$ cat src/rtl/dma_cnt_pkg.sv
package dma_cnt_pkg;
  typedef enum logic [1:0] {
    MODE_SEQ  = 2'b00,
    MODE_IDLE = 2'b01,
    MODE_RPT  = 2'b10,
    MODE_RSV  = 2'b11
  } xfer_mode_e;

  typedef enum logic [1:0] {
    STEP_HOLD = 2'b00,
    STEP_INC  = 2'b01,
    STEP_DEC  = 2'b10,
    STEP_KEEP = 2'b11
  } step_dir_e;
endpackage

$ cat src/rtl/dma_cnt_unit.sv
module dma_cnt_unit #(
  parameter int unsigned CW = 16
) (
  input  logic [CW-1:0] cnt_i,
  input  logic          rpt_i,
  output logic [CW-1:0] cnt_nxt_o,
  output logic          term_o
);
  localparam int unsigned HW = CW / 2;
  localparam logic [HW-1:0] LO_ONE = {{(HW-1){1'b0}}, 1'b1};
  localparam logic [CW-1:0] FULL_ONE = {{(CW-1){1'b0}}, 1'b1};

  logic [HW-1:0] lo, hi;
  assign lo = cnt_i[HW-1:0];
  assign hi = cnt_i[CW-1:HW];

  always_comb begin
    if (rpt_i) begin
      term_o = (lo == LO_ONE);
      // reload low half from stored block length
      cnt_nxt_o = term_o ? {hi, hi} : {hi, lo - LO_ONE};
    end else begin
      term_o    = (cnt_i == FULL_ONE);
      cnt_nxt_o = cnt_i - FULL_ONE;
    end
  end
endmodule

$ cat src/rtl/dma_addr_unit.sv
module dma_addr_unit #(
  parameter int unsigned AW         = 24,
  parameter int unsigned WORD_BYTES = 2
) (
  input  logic [AW-1:0] addr_i,
  input  logic [1:0]    dir_i,
  input  logic          word_i,
  input  logic          restore_i,
  input  logic [AW-1:0] start_i,
  output logic [AW-1:0] addr_nxt_o
);
  import dma_cnt_pkg::*;

  localparam logic [AW-1:0] STEP_B = AW'(1);
  localparam logic [AW-1:0] STEP_W = AW'(WORD_BYTES);

  logic [AW-1:0] step;
  logic [AW-1:0] stepped;

  generate
    if (WORD_BYTES == 1) begin : g_byte_only
      assign step = STEP_B;
    end else begin : g_sized
      assign step = word_i ? STEP_W : STEP_B;
    end
  endgenerate

  always_comb begin
    unique case (step_dir_e'(dir_i))
      STEP_INC: stepped = addr_i + step;
      STEP_DEC: stepped = addr_i - step;
      default:  stepped = addr_i;
    endcase
    addr_nxt_o = restore_i ? start_i : stepped;
  end
endmodule

$ cat src/rtl/dma_en_ctrl.sv
module dma_en_ctrl #(
  parameter int unsigned AW = 24
) (
  input  logic          clk_i,
  input  logic          rst_ni,
  input  logic          set_i,
  input  logic          clr_i,
  input  logic          stop_i,
  input  logic [AW-1:0] addr_cur_i,
  output logic          en_o,
  output logic [AW-1:0] start_o
);
  logic en_q;
  logic [AW-1:0] start_q;
  logic rise;

  assign rise = set_i & ~clr_i & ~en_q;

  always_ff @(posedge clk_i or negedge rst_ni) begin
    if (!rst_ni) begin
      en_q    <= 1'b0;
      start_q <= '0;
    end else begin
      if (clr_i || stop_i) en_q <= 1'b0;
      else if (set_i)      en_q <= 1'b1;
      if (rise) start_q <= addr_cur_i;
    end
  end

  assign en_o    = en_q;
  assign start_o = start_q;
endmodule

$ cat src/rtl/dma_count_ctrl.sv
module dma_count_ctrl #(
  parameter int unsigned CW         = 16,
  parameter int unsigned AW         = 24,
  parameter int unsigned WORD_BYTES = 2
) (
  input  logic          clk_i,
  input  logic          rst_ni,
  input  logic          cnt_we_i,
  input  logic [CW-1:0] cnt_wdata_i,
  input  logic          addr_we_i,
  input  logic [AW-1:0] addr_wdata_i,
  input  logic [1:0]    mode_i,
  input  logic [1:0]    step_dir_i,
  input  logic          step_size_i,
  input  logic          en_set_i,
  input  logic          en_clr_i,
  input  logic          xfer_done_i,
  output logic [CW-1:0] cnt_o,
  output logic [AW-1:0] addr_o,
  output logic          en_o,
  output logic          blk_end_o
);
  import dma_cnt_pkg::*;

  logic [CW-1:0] cnt_q, cnt_nxt;
  logic [AW-1:0] addr_q, addr_nxt, start_addr, addr_cur;
  logic          en_q, rpt, term, xfer_go, cnt_go, end_go, blk_end_q;

  assign rpt     = (xfer_mode_e'(mode_i) == MODE_RPT);
  assign xfer_go = xfer_done_i & en_q;
  assign cnt_go  = xfer_go & ~cnt_we_i;   // CPU count write beats decrement
  assign end_go  = cnt_go & term;
  // start copy sees an address written in the same cycle as the enable
  assign addr_cur = addr_we_i ? addr_wdata_i : addr_q;

  dma_cnt_unit #(.CW(CW)) i_cnt (
    .cnt_i     (cnt_q),
    .rpt_i     (rpt),
    .cnt_nxt_o (cnt_nxt),
    .term_o    (term)
  );

  dma_addr_unit #(.AW(AW), .WORD_BYTES(WORD_BYTES)) i_addr (
    .addr_i     (addr_q),
    .dir_i      (step_dir_i),
    .word_i     (step_size_i),
    .restore_i  (end_go & rpt),
    .start_i    (start_addr),
    .addr_nxt_o (addr_nxt)
  );

  dma_en_ctrl #(.AW(AW)) i_en (
    .clk_i      (clk_i),
    .rst_ni     (rst_ni),
    .set_i      (en_set_i),
    .clr_i      (en_clr_i),
    .stop_i     (end_go & ~rpt),
    .addr_cur_i (addr_cur),
    .en_o       (en_q),
    .start_o    (start_addr)
  );

  // count register deliberately has no reset
  always_ff @(posedge clk_i) begin
    if (cnt_we_i)    cnt_q <= cnt_wdata_i;
    else if (cnt_go) cnt_q <= cnt_nxt;
  end

  always_ff @(posedge clk_i or negedge rst_ni) begin
    if (!rst_ni) begin
      addr_q    <= '0;
      blk_end_q <= 1'b0;
    end else begin
      if (addr_we_i)    addr_q <= addr_wdata_i;
      else if (xfer_go) addr_q <= addr_nxt;
      blk_end_q <= end_go;
    end
  end

  assign cnt_o     = cnt_q;
  assign addr_o    = addr_q;
  assign en_o      = en_q;
  assign blk_end_o = blk_end_q;
endmodule

$ cat config.mk
export PLATFORM = sky130hd
export DESIGN_NAME = dma_count_ctrl
export DESIGN_NICKNAME = d
export VERILOG_FILES = /design/src/rtl/dma_cnt_pkg.sv /design/src/rtl/dma_cnt_unit.sv /design/src/rtl/dma_addr_unit.sv /design/src/rtl/dma_en_ctrl.sv /design/src/rtl/dma_count_ctrl.sv
export SDC_FILE = /design/constraint.sdc
export NUM_CORES = 1
export LEC_CHECK = 0
export ABC_AREA = 1
export BUFFER_PORTS_ARGS = -buffer_cell sky130_fd_sc_hd__buf_2
export CORE_MARGIN = 2
export CORE_UTILIZATION = 41
export DETAILED_ROUTE_END_ITERATION = 8
export GPL_TIMING_DRIVEN = 0
export PLACE_DENSITY_LB_ADDON = 0.05
export SLEW_MARGIN = 20
export SYNTH_ARGS = -nofsm -noshare
export SYNTH_HDL_FRONTEND = slang
export SYNTH_SLANG_ARGS = --single-unit
$ cat constraint.sdc
create_clock -name clk_i -period 4.53 [get_ports clk_i]
set_clock_uncertainty 0.15 [all_clocks]
set_input_delay 0.2265 -clock clk_i [delete_from_list [all_inputs] [get_ports clk_i]]
set_output_delay 0.2265 -clock clk_i [all_outputs]
set_load 0.01 [all_outputs]
# Word-level counts from Yosys, hierarchy flattened
# Index checks and enable logic that the tools add are counted.
# W data, S select, Z words.
dict set report totals {
  wordCells 47
  reg_bits 66
  out_inout_bits 42
}
dict set report op_classes {
  n_reduce_logical 7
  muxes 13
  bitwise_logic 11
  add_sub_neg 4
  n_eq_ne 6
}
# operator n
set op_table {}
lappend op_table {{$mux W24} 4}
lappend op_table {{$mux W16} 3}
lappend op_table {{$pmux W24 S2} 1}
lappend op_table {{$add A24 B24 Y24} 1}
lappend op_table {{$sub A24 B24 Y24} 1}
lappend op_table {{$eq A16 B1 Y1 const B} 1}
lappend op_table {{$sub A16 B1 Y16 const B} 1}
lappend op_table {{$eq A8 B1 Y1 const B} 1}
lappend op_table {{$mux W8} 1}
lappend op_table {{$sub A8 B1 Y8 const B} 1}
lappend op_table {{$and A1 B1 Y1} 7}
lappend op_table {{$reduce_bool A2 Y1} 3}
lappend op_table {{$eq A2 B2 Y1 const B} 2}
lappend op_table {{$not A1 Y1} 4}
lappend op_table {{$reduce_and A2 Y1} 2}
lappend op_table {{$reduce_bool A4 Y1} 1}
lappend op_table {{$mux W1} 3}
lappend op_table {{$eq A2 B1 Y1 const B} 1}
lappend op_table {{$mux W2} 1}
lappend op_table {{$ne A2 B2 Y1 const B} 1}
lappend op_table {{$logic_or A1 B1 Y1} 1}

# Logic depth before layout (Yosys ltp)
# Gate-level depths: netlist of the first run.
dict set report depth {
  depth_word 7
  mapped_depth 20
}

# By module
# From an unflattened synthesis of the first run, not the netlist that was laid out.
dict set report hier_totals {
  hier_cells 1051
  area_unflattened_um2 6145.9
}
# module seq_area_each_um2 area_each_um2 cells_each instances
set modules_own_cells {}
lappend modules_own_cells {dma_addr_unit 0.0 2263.4 511 1}
lappend modules_own_cells {dma_count_ctrl 1106.1 2242.2 310 1}
lappend modules_own_cells {dma_en_ctrl 625.6 1054.8 111 1}
lappend modules_own_cells {dma_cnt_unit 0.0 585.6 119 1}

# Least setup slack after synthesis of the first run
# Ideal clock, no wire load.
dict set report synth_path {
  kind {input to register}
  from {input port step_dir_i[0]}
  to {register addr_q[17] (netlist: addr_o[17])}
  required_ps 4260
  path_buffers 2
  path_slack_ps 2143
  setup_ps 120
  stages 20
  arrival_time_ps 2116
  path_cell_list {inv_2 > nand2_1 > buf_2 > buf_1 > nor2_1 > ha_1 > nand2_1 > nand2_1 > nand2_1 > nand2_1 > nand2_1 > nand2_1 > nand2_1 > nand2_1 > nand2_1 > nand2_1 > nand2_1 > nand2_1 > o21ai_1 > nand2_1}
}
dict set report synth_via {
  elab_chain_len 5
  elab_cells_between_ends 8
  classes_between {2 x eq/ne; 4 x mux; 2 x reduce/logical}
}
# element line
set synth_rtl {}
lappend synth_rtl {{start, declared} dma_count_ctrl.sv:13} ;# input logic [1:0] step_dir_i,
lappend synth_rtl {{$eq A2 B2 Y1 / $eq A2 B1 Y1 (equally long branches)} dma_addr_unit.sv:29} ;# unique case (step_dir_e'(dir_i))
lappend synth_rtl {{$pmux W24 S2} dma_addr_unit.sv:29}
lappend synth_rtl {{$mux W24} dma_addr_unit.sv:34} ;# addr_nxt_o = restore_i ? start_i : stepped;
lappend synth_rtl {{$mux W24} dma_count_ctrl.sv:75} ;# else if (xfer_go) addr_q <= addr_nxt;
lappend synth_rtl {{$mux W24} dma_count_ctrl.sv:74} ;# if (addr_we_i) addr_q <= addr_wdata_i;
lappend synth_rtl {{end signal, assigned} dma_count_ctrl.sv:74}
lappend synth_rtl {{end signal, assigned} dma_count_ctrl.sv:75}
lappend synth_rtl {{end, declared} dma_count_ctrl.sv:26} ;# logic [AW-1:0] addr_q, addr_nxt, start_addr, addr_cur;
# Parallel ways exist; a longest one is shown, timed or not. The select of a mux whose other input is x is not followed.
# A chain may end at the register's enable or synchronous reset.

# Final worst setup path of the first run
dict set report layout_path {
  from {input port step_dir_i[0]}
  to {register addr_q[21] (netlist: addr_o[21])}
}
# Same word-level chain as after synthesis.

==> results of run 1 <==
-- through the flow --
stage	cell area, µm²	utilization	total power, mW
floorplan	5200	-	1.20
global placement	5870	0.469	1.45
detailed placement	5870	0.469	1.46
CTS	6230	0.498	2.28
global route	6230	0.498	2.41
finish	6230	0.498	2.27
-- final cells by class --
| class | count | area, µm² | share of cell area |
|---|---|---|---|
| Multi-Input combinational cell | 611 | 2940 | 0.471 |
| Timing Repair Buffer | 92 | 468 | 0.0751 |
| Buffer | 30 | 128 | 0.0205 |
| Sequential cell | 66 | 1730 | 0.278 |
| Inverter | 107 | 403 | 0.0647 |
| Clock buffer | 11 | 264 | 0.0424 |
| Tap cell | 172 | 215 | 0.0346 |
| Clock inverter | 5 | 83.8 | 0.0135 |
-- power by group --
group / internal, mW / total (mW) / leakage (nW) / switching [mW]
registers: 0.703 / 0.784 / 0.757 / 0.0803
clock network: 0.531 / 0.813 / 0.163 / 0.282
logic: 0.222 / 0.677 / 2.31 / 0.455
total: 1.46 / 2.27 / 3.23 / 0.817
-- path summary, 6_finish.rpt --
path	cells after the start	endpoint	slack, ps
min reg2reg	1	i_en.start_o[12]	330
max reg2reg	10	addr_o[2]	1940
max	20	addr_o[21]	1550
max in group asynchronous	2	i_en.start_o[12]	3460
min	3	cnt_o[13]	7
min in group asynchronous	2	addr_o[7]	300
-- state kept, by name (all words and copies together), names as in the netlist --
register,cells
blk_end_o,1
addr_o,24
i_en.start_o,24
i_en.en_o,1
cnt_o,16
-- logic make-up after synthesis --
kind of cell	after synthesis
buffers and inverters	137
DFF	66
and+or+nand+nor	430
adders and majority gates	5
xor gates and xnor gates	12
AOI/OAI and AO/OA	164
-- metal layers --
layer  GRT usage  part of all wire  vias up
li1            -                 -     2865
met5           0                 0        -
met3      0.0633             0.077       26
met4      0.0729             0.014        0
met1       0.427              0.46     2739
met2       0.450              0.45      202
-- cell usage after synthesis, types with 2 or more instances --
| library cell | number |
|---|---|
| o21bai_1 | 2 |
| a21oi_1 | 35 |
| inv_1 | 104 |
| buf_1 | 2 |
| o21a_1 | 12 |
| o211ai_1 | 14 |
| o21ai_0 | 71 |
| a41oi_1 | 15 |
| nor3_1 | 5 |
| buf_2 | 6 |
| edfxtp_1 | 16 |
| nand4_1 | 7 |
| ha_1 | 4 |
| clkbuf_1 | 21 |
| a31oi_1 | 4 |
| xor2_1 | 8 |
| a21oi_2 | 4 |
| nand3_1 | 70 |
| dfrtp_1 | 50 |
| xnor2_1 | 4 |
| a21boi_1 | 3 |
| nor2_1 | 70 |
| nand2_1 | 270 |
-- worst max-delay path: cells and delay by family --
kind / cells / cell delay, ps
adder cells (fa/ha/maj): 1 / 320
buffers and inverters: 4 / 880
AND/OR/NAND/NOR: 15 / 1650
==> results by group, run 1 <==
Worst setup path
  – Crit-path max cell delay: ~450 ps
  – Critical Path Fanout Max: 10
  – Required time of the critical path: 4610 ps
  – Worst EP arrival: 3070 ps
  – Critical-path cell list: buf_2 > inv_2 > nand2_1 > buf_2 > buf_1 > nor2_1 > ha_1 > nand2_1 > nand2_1 > nand2_1 > nand2_1 > nand2_1 > nand2_1 > nand3_1 > nand2_1 > nand2_1 > nand3_1 > nand3_1 > nand2_1 > nand2_1
  – Crit. End Element: register
  – Slowest CP cell: buf_1
  – Worst R2R Start: cnt_o[1]
  – Startpoint types: input port
  – Most frequent cell on the critical path: nand2_1
  – Crit path launch: step_dir_i[0]
  – Setup CP Type: input port to register

Timing
  – Final Cycle Share: 0.658
  – Min Clock Period, post-route: 2980 ps
  – Final Hold Fails: 0
  – Worst-Margin Slew: between 700 and 800 ps
  – Rel. slew slack: 0.504
  – Hold_ws: approximately 7.5 ps
  – Sum of negative setup slack: 0 ps
  – Final WS setup: 1550 ps
  – RSZ-0062 raised after global routing: false
  – Final setup fails: 0
  – Fin. max-slew vios: 0
  – Max Clk Rate: about 340 MHz

Layout
  – Most frequent cells in the layout: 270 x nand2_1, 104 x inv_1, 96 x buf_2
  – Nets: 974
  – Number of fillers in the final layout: 1372
  – Commonest non-fill, non-tap cell in the layout: nand2_1
  – Final Non-Filler Cells: 1094
  – Synth-to-Final Area Change: 19.8%
  – Diodes inserted: 0
  – Layout cell share with drive strength beyond 1: 0.138

Floorplan
  – Core Area: 0.0125 mm²
  – Die area: 0.0136 mm²
  – Die height: 117 µm
  – Boundary Pins: between 90 and 100
  – Row count: 41
  – Initial Util: 0.415
  – Die W: 117 µm

Clock network
  – Clk_lat worst skew: 350 ps
  – Post-CTS resize count: 0
  – Longest Clk Path Bufs: 2
  – Sink Count: 66
  – Number of CTS-inserted buffers: 9
  – Root buffer cell: clkbuf_16
  – Post-CTS setup buffer count: 0
  – CTS Hold Buffers Added: 1
  – CTS tree: built
  – Clk pin slew, worst setup/hold paths: 60 ps
  – CTS H-tree depth: 3

GRT
  – Initial antenna violation count: 0
  – Total GRT Usage: 0.295
  – First-pass GRT wire length: 30.0 mm
  – Vias in the first global route: 5525
  – Largest net degree at the start of global routing: roughly 50
  – Global route total overflow: 0

Route
  – Final ANT Viol Nets: 0
  – WL/cell: about 17 µm
  – 1st-pass router iterations: 5
  – Total number of vias: 5832
  – Initial drt markers: 496
  – Vias per cell: 5.33
  – Post-Route WL: between 15 and 20 mm
  – DRC: 0

Synth
  – Post-synthesis simple-gate area fraction: 0.340
  – Synth Area in Compound Gates: 0.191
  – Yosys top cell by area: dfrtp_1
  – Synth async-reset ratio: 0.758
  – Cell variety after synth: 40
  – Yosys top cell area share: 0.241
  – Synth warn: 0
  – Synth Cell Area: 0.00520 mm²
  – Largest family of logic cells by synthesized area: simple AND/OR/NAND/NOR gates
  – Synth top area cells: dfrtp_1 24%, nand2_1 19%, edfxtp_1 9.2%
  – Syn_nets: 871
  – Seq/Total Area, Yosys: 0.333
  – XOR/XNOR share of the synthesized area: 0.0202
  – Ys flop type: dfrtp_1
  – Average size of a mapped cell: between 6 and 7 µm²
  – EDFF count, synth: 16
  – Synth Area in Adders: 0.0135
  – Mux share of post-synthesis cell area: 0
  – Yosys reg bits: 66
  – Synth Instances: 814

Power and ir drop
  – Power per standard cell area: 365 mW/mm²
  – Static leakage: 3.23 nW
  – Peak VDD IR: 0.252 mV

Worst hold path
  – Hold Crit Start: cnt_wdata_i[13]
  – Min-delay worst type: input port to register

Placed design
  – Routability cong.: 0.959
  – DP Wirelength: 15.2 mm
  – IO Port Bufs: slightly above 90
  – DP Worst Slack: 1190 ps
  – DP Cell Count: 1077

Status
  – Status: finished, final reports clean

Flow run
  – Max_cap viols: 0
Note: power is estimated with default switching activity, not from simulation.
==> inputs of run 2 (changes only) <==
--- a/config.mk
+++ b/config.mk
@@ -5,7 +5,7 @@
 export SDC_FILE = /design/constraint.sdc
 export NUM_CORES = 1
 export LEC_CHECK = 0
-export ABC_AREA = 1
+export ABC_AREA = 0
 export BUFFER_PORTS_ARGS = -buffer_cell sky130_fd_sc_hd__buf_2
 export CORE_MARGIN = 2
 export CORE_UTILIZATION = 41
==> constraint.sdc (replaced) <==
create_clock -name clk_i -period 2.92 [get_ports clk_i]
set_clock_uncertainty 0.15 [all_clocks]
set_input_delay 0.146 -clock clk_i [delete_from_list [all_inputs] [get_ports clk_i]]
set_output_delay 0.146 -clock clk_i [all_outputs]
set_load 0.01 [all_outputs]
==> run 2 against run 1 <==
Combinational power increased by 13%. Highest routed layer unchanged. Synthesized area down 8.3%. Sequential cell count stayed put. Design area decreased by 0.10%. Sequential power grew 52%. Via count decreased by 12%. Final cell count decreased by 19%. Sequential share of layout area hardly changed. Setup slack got worse by 1500 ps. Die area decreased by 8.0%. Worst hold slack gained 24 ps. Largest cell class unchanged. Register-to-register slack worse by 1800 ps.
==> results by group, run 2 <==
Flow run
  – Max_cap viols: 0

Layout
  – Diodes inserted: 0
  – Most frequent cells in the layout: 95 x buf_2, 79 x nand2_1, 56 x nor2_1
  – Number of fillers in the final layout: 1071
  – Commonest non-fill, non-tap cell in the layout: buf_2
  – Multi-input logic area: 0.00286 mm²
  – Synth-to-Final Area Change: 30.5%
  – Reg area: ~0.0017 mm²
  – Final Cell Area: 0.00622 mm²
  – Nets: 796
  – Core Util, Final: 0.547
  – Layout cell share with drive strength beyond 1: 0.182

Route
  – WL/cell: 19.7 µm
  – 1st-pass router iterations: 5
  – DRC: 0
  – Post-Route WL: 17.4 mm
  – Initial drt markers: 424
  – Total number of vias: around 5000
  – Vias per cell: 5.77
  – Final ANT Viol Nets: 0

GRT
  – Total GRT Usage: 0.279
  – Initial antenna violation count: 0
  – Global route total overflow: 0
  – Vias in the first global route: 4951
  – Largest net degree at the start of global routing: 51
  – First-pass GRT wire length: 26.9 mm

Power and ir drop
  – Clock power share: 0.374
  – Sequential share of power: 0.381
  – Peak VDD IR: 0.412 mV
  – Switching Share: 0.314
  – Logic pwr share: 0.245
  – Sw Pwr: ~980 µW
  – Static leakage: 2.55 nW
  – Pint: around 2.1 mW
  – Power per standard cell area: 501 mW/mm²

Timing
  – Rel. slew slack: 0.451
  – Min Clock Period, post-route: 2840 ps
  – Max Clk Rate: 352 MHz
  – Final setup fails: 0
  – Final Hold Fails: 0
  – Final Cycle Share: 0.972
  – Fin. max-slew vios: 0
  – Worst-Margin Slew: slightly above 800 ps
  – Hold_ws: 31.0 ps

Floorplan
  – Row count: 39
  – Die W: 112 µm
  – Die area: 0.0125 mm²
  – Core Area: 0.0114 mm²
  – Die height: 112 µm
  – Initial Util: 0.419
  – Boundary Pins: 94

Synth
  – Average size of a mapped cell: roughly 8.0 µm²
  – Ys flop type: dfrtp_1
  – Yosys top cell area share: 0.262
  – Synth Instances: between 500 and 600
  – Top cells by count, synth: 79 x nand2_1, 57 x nor2_1, 50 x dfrtp_1, 50 x o21ai_0, 42 x clkbuf_1
  – Synth warn: 0
  – Synth async-reset ratio: 0.758
  – Cell variety after synth: 57
  – Seq/Total Area, Yosys: 0.363
  – Most common cell in the synthesized netlist: nand2_1
  – Syn_nets: 651
  – Yosys reg bits: 66
  – Synth top area cells: dfrtp_1 26%, edfxtp_1 10%, nand2_1 6.2%
  – Yosys top cell by area: dfrtp_1
  – Synth Cell Area: approximately 0.0048 mm²
  – EDFF count, synth: 16

Placed design
  – IO Port Bufs: 91
  – Routability cong.: between 0.9 and 1
  – DP Wirelength: ~12 mm
  – Placed cell areas: 0.00541 mm²

Clock network
  – Clk pin slew, worst setup/hold paths: 60 ps
  – Root buffer cell: clkbuf_16
  – Sink Count: 66
  – Longest Clk Path Bufs: 2
  – Clk_lat worst skew: 350 ps
  – Number of CTS-inserted buffers: 9
  – CTS tree: built
  – CTS H-tree depth: 3

Worst setup path
  – Crit. End Element: register
  – Worst EP arrival: 2890 ps
  – Critical Path Fanout Max: 10
  – Setup CP Type: input port to register
  – Required time of the critical path: around 3000 ps
  – Startpoint types: input port

Status
  – Status: finished, final reports clean

Worst hold path
  – Min-delay worst type: input port to register
[run 2: power groups by stage]
| stage | Clock, mW | Combinational (mW) | Sequential (mW) |
|---|---|---|---|
| 2_1_floorplan | 0 | 0.432 | 1.20 |
| 3_3_place_gp | 0 | 0.685 | 1.19 |
| 3_5_place_dp | 0 | 0.696 | 1.20 |
| 4_1_cts | 1.18 | 0.747 | 1.18 |
| 5_1_grt | 1.21 | 0.836 | 1.20 |
| 6_report | 1.17 | 0.763 | 1.19 |
[run 2: worst max-delay path: stages]
cell,delay [ps]
buf_2,130
nand2b_2,210
buf_4,190
clkbuf_8,180
nor2_4,120
ha_1,240
nor2b_4,150
or4_1,520
and2_1,200
o221a_2,300
a21oi_2,200
xnor2_1,140
o221ai_1,140
[run 2: path summary, 6_finish.rpt]
| path | slack, ps | start | depth (start not counted) | to |
|---|---|---|---|---|
| max reg2reg | 110 | cnt_o[2] | 6 | addr_o[16] |
| max | 80 | step_dir_i[0] | 13 | addr_o[23] |
| min in group asynchronous | 230 | rst_ni | 2 | i_en.start_o[23] |
| min reg2reg | 380 | i_en.start_o[10] | 2 | addr_o[10] |
| min | 30 | addr_wdata_i[13] | 3 | i_en.start_o[13] |
| max in group asynchronous | 1940 | rst_ni | 2 | addr_o[6] |
[run 2: layer usage]
layer | part of all wire | track usage
met5 | 0 | 0
met4 | 0.012 | 0.0741
met1 | 0.46 | 0.388
met2 | 0.46 | 0.444
met3 | 0.060 | 0.0572
[run 2: metrics by stage]
step | TNS (ps) | instances | total power [mW] | setup slack [ps]
2_1_floorplan | 0 | 594 | 1.63 | 23.4
3_3_place_gp | -7980 | 828 | 1.88 | -957
3_5_place_dp | -8710 | 828 | 1.90 | -983
4_1_cts | 0 | 887 | 3.11 | 39.1
5_1_grt | -3.11 | 886 | 3.25 | -3.11
6_report | 0 | 886 | 3.11 | 81.1
[run 2: area by class of cell]
cell class,instances,share of cell area
repair buffers,136,0.145
flip-flops and latches,66,0.278
inverters,7,0.00422
plain buffers,49,0.0358
clock buffers,11,0.0374
multi-input cells,470,0.460
well taps,143,0.0288
clock inverters,4,0.0109
[run 2: timing repair]
action | CTS | global route
resized for setup | 10 | 13
endpoints found under the hold margin | 111 | 0
setup buffers | 2 | 1
setup endpoints to repair | 20 | 22
pin swaps | 2 | 1
hold buffers | 42 | 0
[run 2: kinds of logic (layout without fill, tap and decap cells)]
family	Yosys count	in the layout	share of synthesized area
simple gates	268	268	0.281
compound gates	144	144	0.190
flops	66	66	0.363
buf+inv	58	207	0.0501
xor+xnor	38	38	0.0698
mux	15	15	0.0318
fa+ha+maj	5	5	0.0147
